$ cat src/rtl/dxp_pkg.sv
package dxp_pkg;
  typedef enum logic [2:0] {
    FLT_NONE  = 3'd0,
    FLT_ALIGN = 3'd1,
    FLT_ACV   = 3'd2,
    FLT_PAGE  = 3'd3,
    FLT_MISS  = 3'd4
  } dxp_fault_e;

  localparam int ST_W    = 4;
  localparam int ST_WR   = 0;
  localparam int ST_ACV  = 1;
  localparam int ST_FONR = 2;
  localparam int ST_FONW = 3;

  localparam int MODE_W    = 2;
  localparam int NUM_MODES = 1 << MODE_W;
  localparam logic [MODE_W-1:0] MODE_KERNEL = '0;
endpackage

$ cat src/rtl/dxp_perm.sv
module dxp_perm
  import dxp_pkg::*;
(
  input  logic                 is_store,
  input  logic [MODE_W-1:0]    mode,
  input  logic [NUM_MODES-1:0] rd_en,
  input  logic [NUM_MODES-1:0] wr_en,
  input  logic                 fonr,
  input  logic                 fonw,
  output dxp_fault_e           fault,
  output logic [ST_W-1:0]      stat
);
  logic [NUM_MODES-1:0] sel;
  logic                 rd_ok;
  logic                 wr_ok;

  for (genvar m = 0; m < NUM_MODES; m++) begin : g_mode
    assign sel[m] = (mode == MODE_W'(m));
  end

  assign rd_ok = |(rd_en & sel);
  assign wr_ok = |(wr_en & sel);

  always_comb begin
    fault = FLT_NONE;
    stat  = '0;
    if (is_store) begin
      stat[ST_WR] = 1'b1;
      if (!wr_ok) begin
        fault         = FLT_PAGE;
        stat[ST_ACV]  = 1'b1;
        stat[ST_FONW] = fonw;
      end else if (fonw) begin
        fault         = FLT_PAGE;
        stat[ST_FONW] = 1'b1;
      end else begin
        stat = '0;
      end
    end else begin
      if (!rd_ok) begin
        fault         = FLT_ACV;
        stat[ST_ACV]  = 1'b1;
        stat[ST_FONR] = fonr;
      end else if (fonr) begin
        fault         = FLT_PAGE;
        stat[ST_FONR] = 1'b1;
      end
    end
  end
endmodule

$ cat config.mk
export PLATFORM = sky130hd
export DESIGN_NAME = dxp_perm
export DESIGN_NICKNAME = d
export VERILOG_FILES = /design/src/rtl/dxp_pkg.sv /design/src/rtl/dxp_perm.sv
export SDC_FILE = /design/constraint.sdc
export NUM_CORES = 1
export LEC_CHECK = 0
export ABC_AREA = 1
export BUFFER_PORTS_ARGS = -buffer_cell sky130_fd_sc_hd__buf_2
export CAP_MARGIN = 10
export CORE_AREA = 2 2 39 41
export DETAILED_ROUTE_END_ITERATION = 7
export DIE_AREA = 0 0 41 43
export SLEW_MARGIN = 30
export SYNTH_ARGS = -nofsm -noshare
export SYNTH_HDL_FRONTEND = slang
export SYNTH_SLANG_ARGS = --single-unit
$ cat constraint.sdc
create_clock -name vclk -period 0.8
set_input_delay 0.12 -clock vclk [all_inputs]
set_output_delay 0.12 -clock vclk [all_outputs]
set_load 0.03 [all_outputs]
After elaboration in Yosys (flattened, before gate mapping) --
Index checks and enable logic that the tools add are counted.
Word-level totals: register bits 0, bits of input ports 13, output and inout bits 7, logic and storage cells 24
Operators by class: eq/ne operators 3, muxes and demuxes 16, bitwise gates (word level) 2, reduce and logical (&&, ||, !) cells 3
Operators by type and width (count):
- 2-bit two-way mux | 6
- 1-bit two-way mux | 10
- 4-bit bitwise AND | 2
- 4-bit OR reduction | 2
- 2-bit == test, second input constant | 2
- 2-bit by 1-bit == test with 1-bit output, second input constant | 1
- 2-bit logical NOT | 1

Logic depth before layout (Yosys ltp) --
word-level depth 5, mapped depth 6, depth with buffers taken out 6

Least setup slack after synthesis --
Ideal clock, no wire load.
path kind input port to output port, start point input port fonr, end point output port fault[0], data arrival time 1.003 ns, required time 0.680 ns, setup slack -0.323 ns, stages on the path 4, buffers on the path 0, cell sequence inv_1 -> nor2_1 -> o21ai_1 -> nand3_1
On the way: word-level cells in the longest chain between the ends 3
RTL lines:
- start: declaration | RTL line dxp_perm.sv:8 | input logic fonr,
- 2-bit two-way mux | RTL line dxp_perm.sv:44 | end else if (fonr) begin
- 2-bit two-way mux | RTL line dxp_perm.sv:40 | if (!rd_ok) begin
- 2-bit two-way mux | RTL line dxp_perm.sv:27 | if (is_store) begin
- end: declaration | RTL line dxp_perm.sv:10 | output dxp_fault_e fault,
No other way between the ends.

Worst setup path in the final report --
start point input port mode[1], end point output port fault[0]
On the way: word-level cells in the longest chain between the ends 5, elaborated cells between the ends (all ways) 11, classes of those cells eq/ne: 3; mux: 3; bitwise: 2; reduce/logical: 3
RTL lines:
- start: declaration | RTL line dxp_perm.sv:5 | input logic [MODE_W-1:0] mode,
- 2-bit by 1-bit == test with 1-bit output (tied with other cells) | RTL line dxp_perm.sv:18 | assign sel[m] = (mode == MODE_W'(m));
- 4-bit bitwise AND, on equally long branches | RTL line dxp_perm.sv:21, dxp_perm.sv:22
- 4-bit OR reduction, on equally long branches | RTL line dxp_perm.sv:21, dxp_perm.sv:22
- 2-bit two-way mux, on equally long branches | RTL line dxp_perm.sv:40, dxp_perm.sv:29
- 2-bit two-way mux * | RTL line dxp_perm.sv:27
Mark *: on every way between the ends. The rest lies on a longest branch, timed or not.

==> impl_metrics.py <==
metrics = {
    "outcome": {
        "status": "finished, violations left",
        "violations": "setup timing",
    },
    "place": {
        "gp_congestion": 0.620,
        "hpwl_um": 444,
        "place_area_um2": 285,
        "portBuffers": 19,
    },
    "cells_and_area": {
        "fillers": 158,
        "area_growth_syn_to_layout_pct": 178,
        "nNetsFinal": 67,
        "final_util_pct": 29.1,
        "regArea_um2": 0,
        "design.seq.count": 0,
        "final_layout_size_suffix_gt1_share_pct": 76.9,
        "clock_buffers": 0,
        "design_area_um2": 403,
        "antenna_cells": 0,
    },
    "power": {
        "switching_power_uw": 158,
        "internal_power_uw": 128,
        "p_leak_uw": 0.000216,
        "share_comb_of_total_power_pct": 100.0,
        "p_sw_share_pct": 55.1,
        "power_frac_clock_pct": 0,
        "power_density_mw_per_mm2": 710,
        "ir_drop_mv": 0.165,
        "p_seq_share_pct": 0,
    },
    "sta": {
        "finalMaxSlewViolations": 0,
        "finalCritPeriodShare_pct": 118,
        "layout_setup_ws_ps": -146,
        "rsz0062_at_grt": "true",
        "fin_crit_ps": 946,
        "fmax_ghz": 1.06,
        "setup_tns_ps": -505,
        "timing_hold_violations_final": 0,
        "setup-violations-final": 4,
    },
    "synth": {
        "synth_top_cell_area_share_pct": 31.0,
        "synth_warnings": 0,
        "synthMuxAreaShare_pct": 0,
        "ys_types": 11,
        "netlist_top_cells_count": "nand3_1, nand2_1, inv_1",
        "synth_top_family_by_area": "simple AND/OR/NAND/NOR gates",
        "synthSimpleGateAreaFrac_pct": 73.3,
        "syn_nets": 45,
        "synthXorXnorAreaFrac_pct": 0,
        "yosysMostFrequentCell": "nand3_1",
        "syn_area_um2": 145,
        "syn_inst": 32,
        "synth_compound_area_share_pct": 3.45,
        "ys_seq_area_share_pct": 0,
        "synth_adder_area_share_pct": 0,
        "synth.area.top_cells": "nand3_1, nand2_1, inv_1",
        "syn_area_per_cell_um2": 4.54,
        "synth_top_area_cell": "nand3_1",
    },
    "floorplanning": {
        "dieHeight_um": 43,
        "std_cell_rows": 14,
        "start_util_pct": 10.5,
        "die_w_um": 41,
        "core_mm2": 0.00138,
        "io_pins": 20,
        "die-area_mm2": 0.00176,
    },
    "setup_path": {
        "critPathBufInv": 2,
        "cp_top_family": "simple AND/OR/NAND/NOR gates",
        "critPathArrivalTime_ps": 830,
        "end_kind": "primary output",
        "critPathMaxFanout": 6,
        "cp_slowest_cell": "nor3b_2",
        "critical-path-max-stage-delay_ps": 180,
        "cp.required_ps": 680,
        "crit_type": "input pin to primary output",
        "crit_chain": "buf_12, nor3b_2, nor2_2, nand2_2, nand3_2, buf_6",
        "start_kind": "input pin",
    },
    "global_routing": {
        "grt.total_usage_pct": 6.59,
        "grt_pass1_vias": 235,
        "grt_pass1_wl_um": 869,
        "grt_max_degree": 7,
        "antenna_found_initial": 0,
        "grt.overflow.total": 0,
    },
    "route": {
        "drt_first_pass_iters": 3,
        "viasPerCell": 3.75,
        "wl_per_cell_um": 8.34,
        "postRouteWirelength_um": 567,
        "vias": 255,
        "drcViolationCount": 0,
        "first_iter_violations": 1,
        "ant_nets": 0,
    },
    "clock_network": {
        "hold_buffers": 0,
        "postCtsSetupBuffers": 0,
    },
    "min_path": {
        "hp-class": "input pin to primary output",
    },
    "flow_run": {
        "cap_violations": 0,
    },
}
==> tightest hold or removal path, stage by stage <==
cell and delay (ps):
buf_2 150, nor2_4 60, buf_2 170
==> power groups by stage <==
stage / Sequential (µW) / Combinational, µW / Clock, µW
4_1_cts: 0 / 260 / 0
2_1_floorplan: 0 / 132 / 0
3_3_place_gp: 0 / 207 / 0
5_1_grt: 0 / 309 / 0
3_5_place_dp: 0 / 209 / 0
6_report: 0 / 286 / 0
==> per-layer routing <==
| layer | wire length, µm | part of all wire (%) | vias up | global-route usage [%] |
|---|---|---|---|---|
| li1 | - | - | 139 | - |
| met1 | 200 | 35 | 101 | 8.86 |
| met2 | 303 | 53 | 15 | 11.9 |
| met3 | 63 | 11 | 0 | 0 |
| met4 | 0 | 0 | 0 | 0 |
| met5 | 0 | 0 | - | 0 |
==> final cells by class <==
cell class         count  area [µm²]  share of cell area, %
multi-input cells     25         175                   43.5
repair buffers        21         168                   41.6
inverters              6        40.0                   9.94
well taps             16        20.0                   4.97
==> metrics by stage <==
step | total power [µW] | hold slack (ps) | worst slack (ps) | cells
6_report | 286 | 609 | -146 | 68
4_1_cts | 260 | 600 | -145 | 68
5_1_grt | 309 | 628 | -200 | 68
2_1_floorplan | 132 | 285 | -6.31 | 32
3_5_place_dp | 209 | 599 | -249 | 68
3_3_place_gp | 207 | 598 | -238 | 68
==> cell families (layout without fill, tap and decap cells) <==
| group | after synthesis | in the layout |
|---|---|---|
| AND/OR/NAND/NOR | 23 | 23 |
| AO/OA/AOI/OAI | 1 | 1 |
| other | 1 | 1 |
| buffers and inverters | 7 | 27 |
==> cell usage in the layout (no fill, tap or decap), drive strengths merged <==
| master | Yosys | layout |
|---|---|---|
| o21ai | 1 | 1 |
| buf | 1 | 21 |
| nand3 | 9 | 9 |
| nor2 | 4 | 4 |
| conb | 1 | 1 |
| nand2 | 9 | 9 |
| clkinv | 0 | 1 |
| nor3b | 1 | 1 |
| inv | 6 | 5 |
==> timing repair <==
item	CTS	global route
pin swaps	9	9
setup endpoints to repair	5	5
gates resized for setup	20	15
==> path summary, 6_finish.rpt <==
check	start	end	slack, ps	depth (start not counted)
worst max-delay path	mode[1]	fault[0]	-150	6
worst min-delay path	is_store	stat[2]	610	3
(Power assumes the default switching activity.)
